--- config.mk ---
export PLATFORM = sky130hd
export DESIGN_NAME = inj_fire_seq
export DESIGN_NICKNAME = d
export VERILOG_FILES = /design/src/rtl/inj_seq_pkg.sv /design/src/rtl/inj_seq_timer.sv /design/src/rtl/inj_seq_pairs.sv /design/src/rtl/inj_fire_seq.sv
export SDC_FILE = /design/constraint.sdc
export NUM_CORES = 1
export LEC_CHECK = 0
export BUFFER_PORTS_ARGS = -buffer_cell sky130_fd_sc_hd__clkbuf_2
export CORE_ASPECT_RATIO = 0.9
export CORE_MARGIN = 2
export CORE_UTILIZATION = 45
export CTS_BUF_LIST = sky130_fd_sc_hd__clkbuf_2
export DETAILED_ROUTE_END_ITERATION = 7
export PLACE_DENSITY_LB_ADDON = 0.3
export SLEW_MARGIN = 20
export SYNTH_ARGS = -nofsm -noshare
export SYNTH_HDL_FRONTEND = slang
export SYNTH_SLANG_ARGS = --single-unit
--- constraint.sdc ---
create_clock -name clk -period 2.9 [get_ports clk]
set_input_delay 0 -clock clk [delete_from_list [all_inputs] [get_ports clk]]
set_output_delay 0 -clock clk [all_outputs]
set_load 0.02 [all_outputs]
--- src/rtl/inj_seq_pkg.sv ---
package inj_seq_pkg;

  typedef enum logic [3:0] {
    SEQ_IDLE,
    SEQ_DEAD,
    SEQ_G1P,
    SEQ_G1W,
    SEQ_BLK,
    SEQ_G2P,
    SEQ_G2W,
    SEQ_CONF,
    SEQ_DONE,
    SEQ_FAIL
  } seq_st_t;

  function automatic int unsigned max_of(input int unsigned a, input int unsigned b);
    return (a > b) ? a : b;
  endfunction

  // interval length that a timed state lasts; untimed states use 1
  function automatic int unsigned state_lim(input seq_st_t s,
                                            input int unsigned dead,
                                            input int unsigned pulse,
                                            input int unsigned half,
                                            input int unsigned btmo,
                                            input int unsigned hold);
    case (s)
      SEQ_DEAD:          return dead;
      SEQ_G1P, SEQ_G2P:  return pulse;
      SEQ_G1W, SEQ_G2W:  return half;
      SEQ_BLK:           return btmo;
      SEQ_CONF:          return hold;
      default:           return 1;
    endcase
  endfunction

endpackage

--- src/rtl/inj_seq_timer.sv ---
module inj_seq_timer #(
  parameter int unsigned CW = 8
) (
  input  logic          clk,
  input  logic          rst_n,
  input  logic          clr,
  input  logic [CW-1:0] lim,
  output logic          expire
);
  logic [CW-1:0] cnt;

  // expires on the last cycle of an interval of lim cycles, then holds
  assign expire = (cnt == lim - CW'(1));

  always_ff @(posedge clk or negedge rst_n) begin
    if (!rst_n)       cnt <= '0;
    else if (clr)     cnt <= '0;
    else if (!expire) cnt <= cnt + CW'(1);
  end
endmodule

--- src/rtl/inj_seq_pairs.sv ---
module inj_seq_pairs #(
  parameter int unsigned MAXP = 8
) (
  input  logic clk,
  input  logic rst_n,
  input  logic clr,
  input  logic inc,
  output logic last
);
  localparam int unsigned PW = $clog2(MAXP + 1);
  logic [PW-1:0] n;

  assign last = (n == PW'(MAXP - 1));

  always_ff @(posedge clk or negedge rst_n) begin
    if (!rst_n)    n <= '0;
    else if (clr)  n <= '0;
    else if (inc)  n <= n + PW'(1);
  end
endmodule

--- src/rtl/inj_fire_seq.sv ---
module inj_fire_seq #(
  parameter int unsigned DEAD_CYC    = 200000,
  parameter int unsigned PULSE_CYC   = 50,
  parameter int unsigned HALF_CYC    = 1000,
  parameter int unsigned BLK_TMO_CYC = 500,
  parameter int unsigned MAX_PAIRS   = 8,
  parameter int unsigned HOLD_CYC    = 100
) (
  input  logic clk,
  input  logic rst_n,
  input  logic arc_det,
  input  logic g1_block,
  input  logic sup_ok,
  input  logic gap_hi,
  output logic fire_g1,
  output logic fire_g2,
  output logic done,
  output logic fail
);
  import inj_seq_pkg::*;

  localparam int unsigned MAXLIM = max_of(max_of(DEAD_CYC, PULSE_CYC),
                                          max_of(max_of(HALF_CYC, BLK_TMO_CYC), HOLD_CYC));
  localparam int unsigned CW = $clog2(MAXLIM + 1);

  seq_st_t       st, st_nxt;
  logic [CW-1:0] tlim;
  logic          t_exp;
  logic          p_last;

  // named internal events
  logic seq_busy;
  logic seq_active;
  logic ev_stop_sup;
  logic ev_confirm;
  logic ev_restrike;
  logic ev_blk_ok;
  logic ev_pair_end;

  assign seq_busy    = (st == SEQ_DEAD) || (st == SEQ_G1P) || (st == SEQ_G1W) ||
                       (st == SEQ_BLK)  || (st == SEQ_G2P) || (st == SEQ_G2W);
  assign seq_active  = seq_busy || (st == SEQ_CONF) || (st == SEQ_DONE);
  assign ev_stop_sup = seq_active && !sup_ok;
  assign ev_confirm  = seq_busy && gap_hi;
  assign ev_restrike = ((st == SEQ_CONF) || (st == SEQ_DONE)) && !gap_hi;
  assign ev_blk_ok   = (st == SEQ_BLK) && g1_block;
  assign ev_pair_end = (st == SEQ_G2W) && t_exp;

  assign tlim = CW'(state_lim(st, DEAD_CYC, PULSE_CYC, HALF_CYC, BLK_TMO_CYC, HOLD_CYC));

  always_comb begin
    st_nxt = st;
    if (ev_stop_sup)       st_nxt = SEQ_FAIL;
    else if (ev_confirm)   st_nxt = SEQ_CONF;
    else if (ev_restrike)  st_nxt = SEQ_G2P;
    else begin
      case (st)
        SEQ_IDLE: if (arc_det && sup_ok) st_nxt = SEQ_DEAD;
        SEQ_DEAD: if (t_exp) st_nxt = SEQ_G1P;
        SEQ_G1P:  if (t_exp) st_nxt = SEQ_G1W;
        SEQ_G1W:  if (t_exp) st_nxt = SEQ_BLK;
        SEQ_BLK: begin
          if (g1_block)   st_nxt = SEQ_G2P;
          else if (t_exp) st_nxt = SEQ_FAIL;
        end
        SEQ_G2P:  if (t_exp) st_nxt = SEQ_G2W;
        SEQ_G2W:  if (t_exp) st_nxt = p_last ? SEQ_FAIL : SEQ_G1P;
        SEQ_CONF: if (t_exp) st_nxt = SEQ_DONE;
        default:  st_nxt = st;
      endcase
    end
  end

  always_ff @(posedge clk or negedge rst_n) begin
    if (!rst_n) st <= SEQ_IDLE;
    else        st <= st_nxt;
  end

  inj_seq_timer #(.CW(CW)) u_timer (
    .clk    (clk),
    .rst_n  (rst_n),
    .clr    (st_nxt != st),
    .lim    (tlim),
    .expire (t_exp)
  );

  inj_seq_pairs #(.MAXP(MAX_PAIRS)) u_pairs (
    .clk   (clk),
    .rst_n (rst_n),
    .clr   ((st == SEQ_IDLE) || ev_restrike),
    .inc   (ev_pair_end),
    .last  (p_last)
  );

  assign fire_g1 = (st == SEQ_G1P);
  assign fire_g2 = (st == SEQ_G2P);
  assign done    = (st == SEQ_DONE);
  assign fail    = (st == SEQ_FAIL);
endmodule

==> summary.txt <==
final setup violation count: 0
initial core utilization: 0.469
minimum clock period: 2.71 ns
Post-DP HPWL: 3990 um
clock power share: 0.099
placed insts: 322
DR pass1 iterations: 5
placed inst area: 2430 um^2
clk buf depth: 2
crit end category: flop
Pint: 1.20 mW
Die Y: 71.5 um
via/cell ratio: 6.17
ys async rst share: 1.00
Highest Signal Layer: met4
R2R setup slack: 0.19 ns
Leakage: 1.01 nW
R2R Path End: u_timer.cnt[13]
H-tree level count: 1
met1 wire length: 2840 um
Die Wd: 79.0 um
crit-path max FO: 18
R2R depth: 10
run status: complete, no violations
vias: 2030
CP required: 3.19 ns
Iter 0 DRT Violations: 255
setup TNS: 0 ns
register area share after synthesis: 0.285
Primary FF master, synth: dfrtp_1
Reg clk slew, reported paths: 0.27 ns
initial antenna violation count: 0
final core utilization: 0.518
CP bufs+invs: 3
Core ar.: 4860 um^2
Slew headroom: 0.529
area grow syn2layout: 10.4%
reg2reg start: st[1]
critical path class: flop to flop
Routed WL: 5580 um
ANT cells: 0
die area: 5650 um^2
gp weighted congestion: 0.860
Sw Ratio: 0.504
Synth cell types: 67
Stages on worst setup path: 10
setup ws final: 0.185 ns
Mapped Avg Cell Area: 8.98 um^2
clock sink count: 26
remaining antenna violation count: 0
DR WL met2: 2530 um
RSZ-0062 raised after global routing: no
number of global-route vias before repair: 1910
Power per Cell Area: 957 nW/um^2
Clk Tree Root Cell: clkbuf_2
FMAX: 368 MHz
met3 WL post-DR: 173 um
syn_nets: 262
worst hold path type: input pin to flop
PortBufs: 9
CTS buffer count: 3
total track usage: 0.213
Tcrit/Tclk final: 0.936
TritonCTS clock tree: yes
switching pwr: 1.21 mW
largest net degree at the start of global routing: 27
Critical Path, Cell by Cell: buf_4 > nor4b_2 > mux2i_1 > o211ai_1 > a31oi_2 > buf_4 > nand2_2 > o31ai_4 > buf_12 > a211oi_1
Worst Tran Pin Value: 0.706 ns
Post-route DRC: 0
Critical Path End: u_timer.cnt[13]
Layout Skew: 0.0105 ns
Post-Layout Cell Count: 329
most frequent cells in the layout: 25 x dfrtp_1, 19 x nor2_1, 17 x nand2_1
Final Hold Fails: 0
share of power burned in combinational logic: 0.672
number of synthesized flops with an enable pin: 0
final std cell area, no fill: 2520 um^2
most common cell after layout, fill and taps aside: dfrtp_1
worst vdd ir: 446 uV
CP dominant cell by count: buf_4
later-pin clock latency in the skew report: 0.38 ns
Post-Syn Area: 2280 um^2
cell count after synthesis: 254
Arrival @ worst endpoint: 3.00 ns
Place WS: 0.116 ns
Critical Path Max Stage Delay: 0.52 ns
post-layout net count: 273
yosys warns: 0
WHS: 0.110 ns
min-delay src: g1_block
row count: 24
total chip power: 2.41 mW
max-cap violations: 0
#FFs+latches synth: 26
Seq pwr share: 0.229
# IOs: 10
startpoint types: flop
first-pass GRT wire length: 9600 um
max-slew violations: 0
GRT overflow: 0
CP top delay family: compound AO/OA/AOI/OAI gates
drt wl/cell: 16.9 um
CP max stage cell: dfrtp_2
fraction of final layout cells sized beyond drive strength 1: 0.212
Setup crit start: st[1]
-- synthesized netlist by cell type (all sizes together), types with 5 or more instances --
| cell | count | share of area |
|---|---|---|
| nor2 | 20 | 0.040 |
| nand3 | 10 | 0.022 |
| nand2 | 18 | 0.031 |
| o21ai | 8 | 0.019 |
| mux2i | 5 | 0.022 |
| and3 | 5 | 0.014 |
| inv | 7 | 0.012 |
| nand2b | 7 | 0.019 |
| a21oi | 9 | 0.020 |
| xnor2 | 8 | 0.031 |
| nand4 | 7 | 0.019 |
| a211oi | 23 | 0.095 |
| clkbuf | 12 | 0.020 |
| dfrtp | 26 | 0.29 |
| xor2 | 13 | 0.050 |
| buf | 11 | 0.033 |
-- how the worst min path moves through the flow --
stage	cells after the start	to	slack [ns]
floorplan	0	st[0]	-0.30
global placement	1	u_timer.cnt[10]	0.06
detailed placement	1	u_timer.cnt[7]	0.07
CTS	4	st[3]	0.09
global route	4	st[3]	0.14
finish	4	st[3]	0.11
-- cell families (layout without fill, tap and decap cells) --
| kind of cell | Yosys count | in the layout | share of synthesized area |
|---|---|---|---|
| and+or+nand+nor | 94 | 94 | 0.245 |
| adders and majority gates | 2 | 2 | 0.0110 |
| muxes | 5 | 5 | 0.0219 |
| DFF | 26 | 26 | 0.285 |
| AOI/OAI and AO/OA | 76 | 76 | 0.291 |
| xor gates and xnor gates | 21 | 21 | 0.0806 |
| buffers and inverters | 30 | 40 | 0.0647 |
-- power groups by stage --
stage | combinational (mW) | sequential [mW] | clock [mW]
floorplan | 1.25 | 0.478 | 0
global placement | 1.54 | 0.550 | 0
detailed placement | 1.56 | 0.555 | 0
CTS | 1.57 | 0.549 | 0.243
global route | 1.76 | 0.569 | 0.255
finish | 1.62 | 0.552 | 0.238
-- area by class of cell --
class,instances,area (um^2)
clock buffers,3,15.0
fillers,455,2350
inverters,7,26.3
repair buffers,29,225
flip-flops and latches,26,652
well taps,65,81.3
clock inverters,1,30.0
multi-input cells,198,1490
-- worst reg2reg max path: stages, from the launching register on --
cell      delay [ns]
dfrtp_2         0.52
buf_4           0.18
nor4b_2         0.35
mux2i_1         0.28
o211ai_1        0.17
a31oi_2         0.31
buf_4           0.20
nand2_2         0.07
o31ai_4         0.26
buf_12          0.20
a211oi_1        0.08
-- sequential cells by signal, indices dropped and copies added (netlist names) --
| signal | flops |
|---|---|
| u_timer.cnt | 18 |
| st | 4 |
| u_pairs.n | 4 |
-- timing repair --
action / in CTS / in global routing
buffers inserted: 0 / 1
resized for setup: 1 / 1
hold endpoints to repair: 28 / 0
setup endpoints to repair: 13 / 13
hold buffers: 2 / 0
-- metal layers --
layer  up-vias  track usage
met4         0       0.0402
li1        981            -
met2        43        0.324
met1      1002        0.324
met5         -            0
met3         4       0.0315
Power figures use the tool's default switching activity.
